--- src/rtl/gpio_quad_pkg.sv ---
package gpio_quad_pkg;

  typedef enum logic [1:0] {
    PIN_FLOAT  = 2'b00,
    PIN_PULLDN = 2'b01,
    PIN_PULLUP = 2'b10,
    PIN_KEEP   = 2'b11
  } pin_mode_e;

  // {pull-up, pull-down} -> pin mode
  function automatic pin_mode_e decode_mode(input logic pu, input logic pd);
    return pin_mode_e'({pu, pd});
  endfunction

  function automatic logic [7:0] latch_addr(input int k);
    return 8'(32'h80 + k * 16);
  endfunction

  function automatic logic [7:0] pulldn_addr(input int k);
    return 8'(32'hE3 + k);
  endfunction

  function automatic logic [7:0] pullup_addr(input int k);
    return 8'(32'hEB + k);
  endfunction

endpackage

--- src/rtl/gpio_pin_sync.sv ---
module gpio_pin_sync #(
  parameter int W = 32
) (
  input  logic         clk,
  input  logic         rst_n,
  input  logic [W-1:0] pin_in,
  output logic [W-1:0] pin_sync
);

  logic [W-1:0] stage1_q;
  logic [W-1:0] stage2_q;
  logic [1:0]   warm_q;   // edges seen since reset, saturates at 2

  always_ff @(posedge clk or negedge rst_n) begin
    if (!rst_n) begin
      stage1_q <= '0;
      stage2_q <= '0;
      warm_q   <= '0;
    end else begin
      stage1_q <= pin_in;
      stage2_q <= stage1_q;
      if (warm_q != 2'd2) warm_q <= warm_q + 2'd1;
    end
  end

  assign pin_sync = stage2_q;

  AST_SYNC_TWO_EDGES: assert property (@(posedge clk) disable iff (!rst_n)
    (warm_q == 2'd2) |-> (pin_sync == $past(pin_in, 2)));

endmodule

--- src/rtl/gpio_sfr_regs.sv ---
module gpio_sfr_regs
  import gpio_quad_pkg::*;
#(
  parameter int NUM_PORTS = 4,
  parameter int PORT_W    = 8,
  localparam int PADS     = NUM_PORTS * PORT_W
) (
  input  logic              clk,
  input  logic              rst_n,
  input  logic [7:0]        addr,
  input  logic              wr_en,
  input  logic [PORT_W-1:0] wdata,
  input  logic              rmw,
  input  logic [PADS-1:0]   pin_sync,
  output logic [PORT_W-1:0] rdata,
  output logic [PADS-1:0]   latch_flat,
  output logic [PADS-1:0]   pu_flat,
  output logic [PADS-1:0]   pd_flat
);

  logic [NUM_PORTS-1:0] hit_latch;
  logic [NUM_PORTS-1:0] hit_pu;
  logic [NUM_PORTS-1:0] hit_pd;
  logic                 addr_mapped;

  logic [PORT_W-1:0] latch_r [NUM_PORTS];
  logic [PORT_W-1:0] pu_r    [NUM_PORTS];
  logic [PORT_W-1:0] pd_r    [NUM_PORTS];

  assign addr_mapped = |{hit_latch, hit_pu, hit_pd};

  for (genvar k = 0; k < NUM_PORTS; k++) begin : g_port
    assign hit_latch[k] = (addr == latch_addr(k));
    assign hit_pu[k]    = (addr == pullup_addr(k));
    assign hit_pd[k]    = (addr == pulldn_addr(k));

    always_ff @(posedge clk or negedge rst_n) begin
      if (!rst_n) begin
        latch_r[k] <= '1;
        pu_r[k]    <= '0;
        pd_r[k]    <= '0;
      end else if (wr_en) begin
        if (hit_latch[k]) latch_r[k] <= wdata;
        if (hit_pu[k])    pu_r[k]    <= wdata;
        if (hit_pd[k])    pd_r[k]    <= wdata;
      end
    end

    assign latch_flat[k*PORT_W +: PORT_W] = latch_r[k];
    assign pu_flat[k*PORT_W +: PORT_W]    = pu_r[k];
    assign pd_flat[k*PORT_W +: PORT_W]    = pd_r[k];

    AST_LATCH_WRITE: assert property (@(posedge clk) disable iff (!rst_n)
      (wr_en && hit_latch[k]) |=> (latch_r[k] == $past(wdata)));
    AST_RMW_READ: assert property (@(posedge clk) disable iff (!rst_n)
      (rmw && hit_latch[k]) |-> (rdata == latch_r[k]));
    AST_PIN_READ: assert property (@(posedge clk) disable iff (!rst_n)
      (!rmw && hit_latch[k]) |-> (rdata == pin_sync[k*PORT_W +: PORT_W]));
    AST_PULL_READ: assert property (@(posedge clk) disable iff (!rst_n)
      hit_pu[k] |-> (rdata == pu_r[k]));
  end

  always_comb begin
    rdata = '0;
    for (int k = 0; k < NUM_PORTS; k++) begin
      if (hit_latch[k]) rdata = rmw ? latch_r[k] : pin_sync[k*PORT_W +: PORT_W];
      if (hit_pu[k])    rdata = pu_r[k];
      if (hit_pd[k])    rdata = pd_r[k];
    end
  end

  AST_UNMAPPED_READ: assert property (@(posedge clk) disable iff (!rst_n)
    !addr_mapped |-> (rdata == '0));
  AST_UNMAPPED_WRITE: assert property (@(posedge clk) disable iff (!rst_n)
    (wr_en && !addr_mapped) |=> ($stable(latch_flat) && $stable(pu_flat) && $stable(pd_flat)));

endmodule

--- src/rtl/gpio_pin_mode.sv ---
module gpio_pin_mode
  import gpio_quad_pkg::*;
#(
  parameter int W = 32
) (
  input  logic         clk,
  input  logic         rst_n,
  input  logic [W-1:0] pu_bits,
  input  logic [W-1:0] pd_bits,
  input  logic [W-1:0] pin_sync,
  output logic [W-1:0] pu_en,
  output logic [W-1:0] pd_en,
  output logic [W-1:0] keep_en,
  output logic [W-1:0] keep_val
);

  for (genvar i = 0; i < W; i++) begin : g_pin
    pin_mode_e mode;
    logic      hold_q;

    assign mode       = decode_mode(pu_bits[i], pd_bits[i]);
    assign pu_en[i]   = (mode == PIN_PULLUP);
    assign pd_en[i]   = (mode == PIN_PULLDN);
    assign keep_en[i] = (mode == PIN_KEEP);

    // Tracks the pin while not keeping; freezes from the entry edge on.
    always_ff @(posedge clk or negedge rst_n) begin
      if (!rst_n)          hold_q <= 1'b0;
      else if (!keep_en[i]) hold_q <= pin_sync[i];
    end

    assign keep_val[i] = hold_q;

    AST_KEEP_HOLD: assert property (@(posedge clk) disable iff (!rst_n)
      keep_en[i] |=> (!keep_en[i] || $stable(keep_val[i])));
  end

endmodule

--- src/rtl/gpio_quad_od.sv ---
module gpio_quad_od #(
  parameter int NUM_PORTS = 4,
  parameter int PORT_W    = 8,
  localparam int PADS     = NUM_PORTS * PORT_W
) (
  input  logic              clk,
  input  logic              rst_n,
  input  logic [7:0]        sfr_addr,
  input  logic              sfr_wr_en,
  input  logic [PORT_W-1:0] sfr_wdata,
  input  logic              sfr_rmw,
  output logic [PORT_W-1:0] sfr_rdata,
  input  logic [PADS-1:0]   pad_in,
  output logic [PADS-1:0]   pad_drive_low,
  output logic [PADS-1:0]   pad_pu_en,
  output logic [PADS-1:0]   pad_pd_en,
  output logic [PADS-1:0]   pad_keep_en,
  output logic [PADS-1:0]   pad_keep_val
);

  logic [PADS-1:0] pin_sync;
  logic [PADS-1:0] latch_flat;
  logic [PADS-1:0] pu_flat;
  logic [PADS-1:0] pd_flat;

  gpio_pin_sync #(.W(PADS)) u_sync (
    .clk      (clk),
    .rst_n    (rst_n),
    .pin_in   (pad_in),
    .pin_sync (pin_sync)
  );

  gpio_sfr_regs #(.NUM_PORTS(NUM_PORTS), .PORT_W(PORT_W)) u_regs (
    .clk        (clk),
    .rst_n      (rst_n),
    .addr       (sfr_addr),
    .wr_en      (sfr_wr_en),
    .wdata      (sfr_wdata),
    .rmw        (sfr_rmw),
    .pin_sync   (pin_sync),
    .rdata      (sfr_rdata),
    .latch_flat (latch_flat),
    .pu_flat    (pu_flat),
    .pd_flat    (pd_flat)
  );

  gpio_pin_mode #(.W(PADS)) u_mode (
    .clk      (clk),
    .rst_n    (rst_n),
    .pu_bits  (pu_flat),
    .pd_bits  (pd_flat),
    .pin_sync (pin_sync),
    .pu_en    (pad_pu_en),
    .pd_en    (pad_pd_en),
    .keep_en  (pad_keep_en),
    .keep_val (pad_keep_val)
  );

  // Open-drain: a cleared latch bit pulls the pad low, a set bit releases it.
  assign pad_drive_low = ~latch_flat;

  AST_KEEP_EXCLUSIVE: assert property (@(posedge clk) disable iff (!rst_n)
    ((pad_keep_en & (pad_pu_en | pad_pd_en)) == '0));
  AST_PULLS_EXCLUSIVE: assert property (@(posedge clk) disable iff (!rst_n)
    ((pad_pu_en & pad_pd_en) == '0));

endmodule

--- config.mk ---
export PLATFORM = sky130hd
export DESIGN_NAME = gpio_quad_od
export DESIGN_NICKNAME = d
export VERILOG_FILES = /design/src/rtl/gpio_quad_pkg.sv /design/src/rtl/gpio_pin_sync.sv /design/src/rtl/gpio_sfr_regs.sv /design/src/rtl/gpio_pin_mode.sv /design/src/rtl/gpio_quad_od.sv
export SDC_FILE = /design/constraint.sdc
export NUM_CORES = 1
export LEC_CHECK = 0
export BUFFER_PORTS_ARGS = -buffer_cell sky130_fd_sc_hd__buf_2
export CORE_MARGIN = 2
export CORE_UTILIZATION = 58
export CTS_CLUSTER_DIAMETER = 30
export DETAILED_ROUTE_END_ITERATION = 10
export HOLD_SLACK_MARGIN = 0.12
export PLACE_DENSITY_LB_ADDON = 0.25
export SYNTH_ARGS = -nofsm -noshare
export SYNTH_HDL_FRONTEND = slang
export SYNTH_SLANG_ARGS = --single-unit
export TNS_END_PERCENT = 1
--- constraint.sdc ---
create_clock -name clk -period 2.7 [get_ports clk]
set_input_delay 0.27 -clock clk [delete_from_list [all_inputs] [get_ports clk]]
set_output_delay 0.27 -clock clk [all_outputs]
set_load 0.005 [all_outputs]
## Yosys cells after proc, flatten, opt, wreduce, memory -nomap -nowiden

Cells that the tools add are included.

- Flip-flop bits (word level): 192
- Input port bits: 52
- Output and inout bits: 168
- Word-level logic and storage cells: 183

- Eq/ne operators: 108
- Muxes and demuxes: 16
- Bitwise operators: 1
- Reduce and logical (&&, ||, !) cells: 12

Operators with widths:

| kind | count |
|---|---|
| $eq A2 B2 Y1 const B | 64 |
| $mux W8 | 16 |
| $eq A8 B8 Y1 const B | 12 |
| $eq A2 B1 Y1 const B | 32 |
| $not A32 Y32 | 1 |
| $reduce_and A2 Y1 | 12 |

## Longest topological paths before layout

Gate-level depths: netlist of the first run.

- Depth after elaboration: 13
- Depth in mapped cells: 8
- Depth with buffers taken out: 5

## Hierarchy

From an unflattened synthesis of the first run, not the netlist that was laid out.

- Cell total of the unflattened synthesis: 696
- Area, all modules: 9,085.0 µm²

Modules (own cells, without submodules):

| module | instances | cells each | area an instance (µm²) | seq. area each (µm²) |
|---|---|---|---|---|
| gpio_sfr_regs | 1 | 408 | 5,121.2 | 2,442.3 |
| gpio_pin_mode | 1 | 192 | 2,242.2 | 800.8 |
| gpio_pin_sync | 1 | 64 | 1,601.5 | 1,601.5 |
| gpio_quad_od | 1 | 32 | 120.1 | 0.0 |

## Least setup slack after synthesis of the first run

OpenSTA, ideal clock, no wires.

- Path type: input -> output
- Start point: input port sfr_addr[4]
- End point: output port sfr_rdata[0]
- Data arrival time: 1,602 ps
- Required time: 2,430 ps
- Setup slack: 828 ps
- Stages on the path: 7
- Buffers on the path: 2
- Cells stage by stage: buf_6 -> nand4b_1 -> or2_1 -> buf_2 -> o211a_1 -> a211oi_1 -> o21a_1

- Longest elaborated chain between the ends: 13
- Elaborated cells on any way between the ends: 24
- Classes of those cells: eq/ne (12); mux (12)

RTL lines:

| what | RTL line | text |
|---|---|---|
| start, declared | gpio_quad_od.sv:8 | `input logic [7:0] sfr_addr,` |
| $eq A8 B8 Y1 | gpio_sfr_regs.sv:33 | `assign hit_latch[k] = (addr == latch_addr(k));` |
| $mux W8 | gpio_sfr_regs.sv:66 | `if (hit_latch[k]) rdata = rmw ? latch_r[k] : pin_sync[k*PORT_W +: PORT_W];` |
| $mux W8 | gpio_sfr_regs.sv:67 | `if (hit_pu[k]) rdata = pu_r[k];` |
| $mux W8 | gpio_sfr_regs.sv:68 | `if (hit_pd[k]) rdata = pd_r[k];` |
| $mux W8 | gpio_sfr_regs.sv:66 |  |
| $mux W8 | gpio_sfr_regs.sv:67 |  |
| $mux W8 | gpio_sfr_regs.sv:68 |  |
| $mux W8 | gpio_sfr_regs.sv:66 |  |
| $mux W8 | gpio_sfr_regs.sv:67 |  |
| $mux W8 | gpio_sfr_regs.sv:68 |  |
| $mux W8 | gpio_sfr_regs.sv:66 |  |
| $mux W8 | gpio_sfr_regs.sv:67 |  |
| $mux W8 (*) | gpio_sfr_regs.sv:68 |  |
| end, declared | gpio_quad_od.sv:12 | `output logic [PORT_W-1:0] sfr_rdata,` |

Mark *: on every way between the ends. The rest lies on a longest branch, timed or not.

## Worst setup path after layout of the first run

- Start point: register u_regs.latch_r, in the netlist u_regs.latch_flat[7]
- End point: output port sfr_rdata[7]

- Longest elaborated chain between the ends: 13

RTL lines:

| what | RTL line | text |
|---|---|---|
| start, declared | gpio_sfr_regs.sv:26 | `logic [PORT_W-1:0] latch_r [NUM_PORTS];` |
| start signal, assigned by index | gpio_sfr_regs.sv:43 | `if (hit_latch[k]) latch_r[k] <= wdata;` |
| $mux W8 (2 in a row) | gpio_sfr_regs.sv:66 |  |
| $mux W8 | gpio_sfr_regs.sv:67 |  |
| $mux W8 | gpio_sfr_regs.sv:68 |  |
| $mux W8 | gpio_sfr_regs.sv:66 |  |
| $mux W8 | gpio_sfr_regs.sv:67 |  |
| $mux W8 | gpio_sfr_regs.sv:68 |  |
| $mux W8 | gpio_sfr_regs.sv:66 |  |
| $mux W8 | gpio_sfr_regs.sv:67 |  |
| $mux W8 | gpio_sfr_regs.sv:68 |  |
| $mux W8 | gpio_sfr_regs.sv:66 |  |
| $mux W8 | gpio_sfr_regs.sv:67 |  |
| $mux W8 | gpio_sfr_regs.sv:68 |  |

Every way passes these cells.

==> summary.txt, run 1 <==
Yosys
  • Number of flops mapped to enable cells by yosys: 0
  • Top_reg_cell synth: dfrtp_1
  • Syn Inst Count: 709
  • Post-synthesis area per instance: 12.5 µm²
  • Async SR Flop Fraction: 1.00
  • Distinct cells, synth: 54
  • #FFs+latches synth: 192
  • Share of the synthesized area in the top cell type: 0.452
  • Cell with the most instances after synthesis: dfrtp_1
  • Synth area leaders: dfrtp_1 45%, mux2_2 16%, dfstp_2 9.5%
  • Synth warn: 0
  • Most frequent cells after synthesis: 160 x dfrtp_1, 127 x mux2_2, 73 x nor2b_1, 37 x inv_1
  • Leading area contributor after synthesis: dfrtp_1
  • Synthesized area: 8850 µm²
  • Seq/Total Area, Yosys: 0.547
  • Mapped Nets: 761

Pwr
  • Worst VDD drop: 0.000439 V
  • Lkg Pwr: 5.41 nW
  • PnR Total Power: 6.38 mW
  • Pwr dens: 586 nW/µm²

Global routing
  • Initial antenna violation count: 0
  • Vias in the first global route: 6513
  • Largest net degree at the start of global routing: 81
  • First-pass GRT wire length: 36100 µm
  • Total grt overflow: 0
  • Tot GR Track Use: 0.292

Floorplanning
  • Row cnt: 45
  • Core area: 15000 µm²
  • IO Pins: 220
  • Chip height: 128 µm
  • Starting Density: 0.589
  • Die area: 16300 µm²
  • Die width: 128 µm

Clocking
  • CTS Sinks: 192
  • Total CTS buffers: 17
  • CTS clk-pin slew, worst paths: 0.07 ns
  • Clk buf depth: 2
  • H-tree levels: 4
  • Clk Latency, worst-skew pair: 0.44 ns
  • CTS tree: done
  • Root Driver: clkbuf_16

Setup path
  • Critical path buffer and inverter count: 1
  • Number of cells on the critical path: 6
  • CP arrival: 2.24 ns
  • Setup crit end kind: output port
  • CP top delay family: compound AO/OA/AOI/OAI gates
  • Reg2Reg Setup Slack: 1.57 ns
  • Crit path from: u_regs.latch_flat[7]$_DFFE_PN1P_
  • CP cell instances: mux2i_1, a2111oi_1, o221a_2, o21ai_1, o211ai_1, buf_2
  • Critical Path Fanout Max: 3
  • R2R Path Start: u_regs.pd_flat[19]$_DFFE_PN0P_
  • Crit path kind: reg2out
  • R2R Path End: u_mode.g_pin[19].hold_q$_DFFE_PN0N_
  • Max stage delay on crit path: 0.56 ns
  • Slowest cell on crit path: dfstp_2
  • Worst Reg-to-Reg Cells: 2
  • CP Launch Type: flop
  • Crit path required time: 2.43 ns

STA
  • Fmax: 398 MHz
  • Hold Vio Cnt, Final: 0
  • Fin crit share: 0.931
  • TNS Setup: 0 ns
  • Worst-margin pin slew: 0.638 ns
  • Layout Skew: 0.0121 ns
  • Max-slew headroom: 0.575
  • Final Critical Period: 2.51 ns
  • Max-slew violation count: 0
  • Min Hold Slack: 0.283 ns
  • Unrepaired setup endpoints after global routing: no
  • Final-report setup violation count: 0

Drt
  • Vias per Instance: 5.55
  • DR pass1 iterations: 5
  • DRT iter0 DRCs: 430
  • DRC: 0
  • Routed Antenna Nets: 0
  • DRT Wirelength: 23200 µm
  • Wire per inst: 20.5 µm
  • Via count: 6281

Cells and area
  • N_diodes: 0
  • Layout area overhead: 23.0%
  • Total Nets Final: 982
  • Ratio of cells with drive above 1 in the final layout: 0.473
  • Number of fill cells in the layout: 1042

Place
  • Post-DP HPWL: 16300 µm
  • IO buf count: 219
  • Final GP Congestion: 0.876

Run
  • Total of max-cap violations: 0

Worst hold path
  • Worst hold path class: in2reg
  • HP Start: sfr_wdata[1]
  • Worst hold path cell count: 2
  • Worst hold endpoint: u_regs.latch_flat[1]$_DFFE_PN1P_

Run status
  • Run status: finished clean
cell usage in the layout (no fill, tap or decap), types with 3 or more instances in the layout:
cell	netlist	final
a21oi_1	18	18
and2_1	33	33
and3_1	4	4
buf_2	17	218
buf_4	32	13
clkbuf_16	0	17
dfrtp_1	160	160
dfstp_2	32	32
dlygate4sd3_1	0	33
inv_1	37	37
inv_8	0	5
mux2_2	127	127
mux2_4	10	10
mux2i_1	33	33
nand2_1	11	11
nand3_1	11	11
nand4_1	8	8
nor2_1	11	11
nor2b_1	73	73
nor3_1	6	6
o2111ai_1	3	3
o211ai_1	7	7
o21ai_0	7	7
o221ai_1	3	3
o22ai_1	11	11
or3_1	4	4
what timing repair did:
item                                    in CTS  in global routing
buffers inserted                             0                  0
endpoints found under the setup margin       0                  1
hold endpoints to repair                    97                  0
gates resized for setup                      0                  1
hold buffers                                33                  0
how the worst max path moves through the flow:
| stage | endpoint | slack (ns) |
|---|---|---|
| 3_5_place_dp | sfr_rdata[7] | 0.33 |
| 4_1_cts | sfr_rdata[7] | 0.11 |
| 3_3_place_gp | sfr_rdata[7] | 0.28 |
| 2_1_floorplan | sfr_rdata[0] | 0.83 |
| 5_1_grt | sfr_rdata[7] | 0.04 |
| 6_report | sfr_rdata[7] | 0.19 |
state kept, by name, summed over array words and instances (netlist names):
name / count
u_sync.stage1_q: 32
u_regs.pd_flat: 32
u_regs.latch_flat: 32
u_mode.g_pin.hold_q: 32
u_sync.pin_sync: 32
u_regs.pu_flat: 32
cell type report:
class                      count  area [µm²]  share of cell area
clock inverter                14         191              0.0176
multi-input combinational    415        3470               0.318
timing repair buffer         267        1570               0.144
tap                          188         235              0.0216
inverter                      37         139              0.0128
clock buffer                  18         439              0.0403
sequential                   192        4840               0.445
kinds of logic after synthesis:
kind of cell    after synthesis  synth area share
buf+inv                     102            0.0618
mux                         171             0.218
simple gates                177             0.121
flops                       192             0.547
compound gates               67            0.0512
worst register-to-register path, stage by stage, from the launching register on:
cell	delay [ns]
dfrtp_1	0.43
and2_1	0.23
mux2_2	0.36
power breakdown:
group / internal (mW) / switching (mW) / total (mW)
Combinational: 0.282 / 0.288 / 0.570
Clock: 1.45 / 1.22 / 2.67
Sequential: 3.03 / 0.111 / 3.15
Total: 4.76 / 1.62 / 6.38
through the flow:
stage	setup WS, ns	util	instances	area, µm²
2_1_floorplan	0.828	-	709	8850
3_3_place_gp	0.277	0.660	1066	9930
3_5_place_dp	0.333	0.660	1066	9930
4_1_cts	0.112	0.724	1131	10900
5_1_grt	0.0382	0.724	1131	10900
6_report	0.185	0.724	1131	10900
per-layer routing:
metal | share of wire | global-route usage
met2 | 0.50 | 0.487
met1 | 0.43 | 0.396
met5 | 0 | 0
met3 | 0.053 | 0.0586
met4 | 0.013 | 0.0724
Note: power is estimated with default switching activity, not from simulation.
==> run 2: changes to the inputs <==
==> constraint.sdc (replaced) <==
create_clock -name clk -period 3 [get_ports clk]
set_input_delay 0.3 -clock clk [delete_from_list [all_inputs] [get_ports clk]]
set_output_delay 0.3 -clock clk [all_outputs]
set_load 0.05 [all_outputs]
==> run 2 against run 1 <==
Critical path depth did not move. Sequential share of layout area rose by 0.24 points. Die area did not move. Worst setup slack improved by 0.040 ns. Total power fell by 8.0%. Core utilization fell by 0.38 points. Via count rose by 1.2%. Largest cell class unchanged. Sequential power fell by 10%. Critical endpoint unchanged. Final cell count did not move. Non-clock buffer count did not move.
==> summary.txt, run 2 (synthesis gave the netlist of run 1 again) <==
Clocking
  • CTS Sinks: 192 (unchanged)
  • CTS tree: done
  • Total CTS buffers: 17 (unchanged)
  • CTS clk-pin slew, worst paths: 0.08 ns (about the same)
  • Clk buf depth: 2 (unchanged)
  • Clk Latency, worst-skew pair: 0.44 ns (about the same)
  • H-tree levels: 4 (unchanged)
  • Root Driver: clkbuf_16

Cells and area
  • Total Nets Final: 982 (unchanged)
  • Commonest cells after routing, fill and taps aside: 218 x buf_2, 160 x dfrtp_1, 127 x mux2_2
  • Finished Layout Cells: 1131 (unchanged)
  • Layout area overhead: 22.4%
  • Ratio of cells with drive above 1 in the final layout: 0.472 (-0.00106)
  • N_diodes: 0 (unchanged)
  • Most common cell after layout, fill and taps aside: buf_2
  • Post-layout util: 0.721 (-0.00383)

Global routing
  • Initial antenna violation count: 1 (+1)
  • Tot GR Track Use: 0.292 (about the same)
  • First-pass GRT wire length: 36200 µm (+0.17%)
  • Vias in the first global route: 6561 (+0.74%)
  • Largest net degree at the start of global routing: 82 (+1.2%)
  • Total grt overflow: 0 (unchanged)

Run
  • Total of max-cap violations: 0 (unchanged)

Floorplanning
  • Core area: 15000 µm² (unchanged)
  • Starting Density: 0.589 (unchanged)
  • Die width: 128 µm (unchanged)
  • Row cnt: 45 (unchanged)
  • Die area: 16300 µm² (unchanged)
  • Chip height: 128 µm (unchanged)
  • IO Pins: 220 (unchanged)

Drt
  • DRC: 0 (unchanged)
  • Met3 wire len: 1100 µm (-10%)
  • Wire per inst: 20.4 µm (-0.62%)
  • Max Used Layer: met5
  • Routed Antenna Nets: 0 (unchanged)
  • DRT iter0 DRCs: 371 (-14%)
  • Vias per Instance: 5.62 (+1.2%)
  • DR pass1 iterations: 4 (-1)
  • M1 wire length: 10300 µm (+1.6%)
  • Met2 WL: 11400 µm (-1.2%)
  • Via count: 6359 (+1.2%)
  • DRT Wirelength: 23100 µm (-0.62%)

STA
  • Final-report setup violation count: 0 (unchanged)
  • Fmax: 360 MHz
  • Max-slew violation count: 0 (unchanged)
  • Max-slew headroom: 0.595 (+0.0199)
  • Worst-margin pin slew: 0.608 ns (-0.0299 ns)
  • Hold Vio Cnt, Final: 0 (unchanged)
  • TNS Setup: 0 ns (unchanged)
  • Layout Skew: 0.00807 ns (-0.00404 ns)
  • Min Hold Slack: 0.313 ns (+0.0299 ns)
  • Unrepaired setup endpoints after global routing: no
  • Final Critical Period: 2.78 ns
  • Fin crit share: 0.925

Setup path
  • Max stage delay on crit path: 0.56 ns (about the same)
  • Crit path required time: 2.70 ns (+0.27 ns)
  • CP Launch Type: flop
  • CP cell instances: mux2i_1, a2111oi_0, o221a_2, o21ai_1, o211ai_1, buf_2
  • Setup crit end kind: output port
  • Critical Path Fanout Max: 3 (unchanged)
  • Slowest cell on crit path: a2111oi_0
  • CP arrival: 2.48 ns (+0.24 ns)
  • Crit path kind: reg2out

Pwr
  • Lkg Pwr: 5.38 nW (-0.42%)
  • Net Sw Frac: 0.300 (+0.0466)
  • Gate power share: 0.140 (+0.051)
  • Seq pwr share: 0.482 (-0.011)
  • Pint: 4.11 mW (-14%)
  • Power share of the clock group: 0.378 (-0.040)
  • Switching power: 1.76 mW (+8.9%)
  • Pwr dens: 542 nW/µm² (-7.5%)
  • Worst VDD drop: 0.000538 V (+22%)

Run status
  • Run status: finished clean

Worst hold path
  • Worst hold path class: in2reg

Place
  • Final GP Congestion: 0.857 (-2.2%)
  • Post-DP HPWL: 17000 µm (+4.6%)
  • Cell count after placement: 1066 (unchanged)
  • IO buf count: 219 (unchanged)
run 2: changes by cell type in the layout (fill, tap and decap cells not counted), sizes merged:
| cell | before | now |
|---|---|---|
| inv | 44 | 45 |
| clkinv | 4 | 6 |
| clkinvlp | 1 | 0 |
| bufinv | 2 | 0 |
run 2: critical path: cells and delay by family (launching register included):
kind	cells	cell delay, ns
AOI/OAI and AO/OA	4	1.06
buffers and inverters	1	0.31
DFF	1	0.54
muxes	1	0.12
run 2: per-stage QoR:
step	worst slack (ns)	total power, mW	cell area (µm²)
global route	0.0846	6.08	10800
global placement	0.234	3.65	9920
CTS	0.209	5.91	10800
finish	0.225	5.87	10800
detailed placement	0.358	3.67	9920
floorplan	0.239	3.42	8850
run 2: power groups by stage:
stage          Combinational (mW)  Clock, mW  Sequential [mW]
2_1_floorplan               0.579          0             2.84
3_3_place_gp                0.782          0             2.87
3_5_place_dp                0.791          0             2.88
4_1_cts                     0.827       2.25             2.83
5_1_grt                     0.869       2.37             2.85
6_report                    0.822       2.22             2.83
run 2: what timing repair did:
item	in CTS	in global routing
hold buffers	33	0
hold endpoints to repair	91	0
gates resized for setup	0	0
buffers inserted	0	0
run 2: final timing paths:
| kind | from | endpoint | slack (ns) | cells after the start |
|---|---|---|---|---|
| max reg2reg | u_regs.pd_flat[17]$_DFFE_PN0P_ | u_mode.g_pin[17].hold_q$_DFFE_PN0N_ | 1.86 | 2 |
| min in group asynchronous | rst_n | u_mode.g_pin[6].hold_q$_DFFE_PN0N_ | 0.43 | 2 |
| max | u_regs.latch_flat[7]$_DFFE_PN1P_ | sfr_rdata[7] | 0.22 | 6 |
| min | sfr_wdata[0] | u_regs.pd_flat[24]$_DFFE_PN0P_ | 0.31 | 2 |
| max in group asynchronous | rst_n | u_regs.latch_flat[18]$_DFFE_PN1P_ | 1.61 | 3 |
| min reg2reg | u_sync.stage1_q[1]$_DFF_PN0_ | u_sync.pin_sync[1]$_DFF_PN0_ | 0.35 | 0 |
run 2: layer usage:
metal  global-route usage  vias to the layer above
li1                     -                     2883
met1                0.394                     3245
met2                0.485                      204
met3               0.0666                       25
met4               0.0672                        2
met5                    0                        -
run 2: final cells by class:
cell class | count | area (µm²)
repair buffers | 267 | 1560
clock buffers | 18 | 429
clock inverters | 14 | 158
flip-flops and latches | 192 | 4840
multi-input cells | 415 | 3470
fillers | 1045 | 4200
well taps | 188 | 235
inverters | 37 | 139
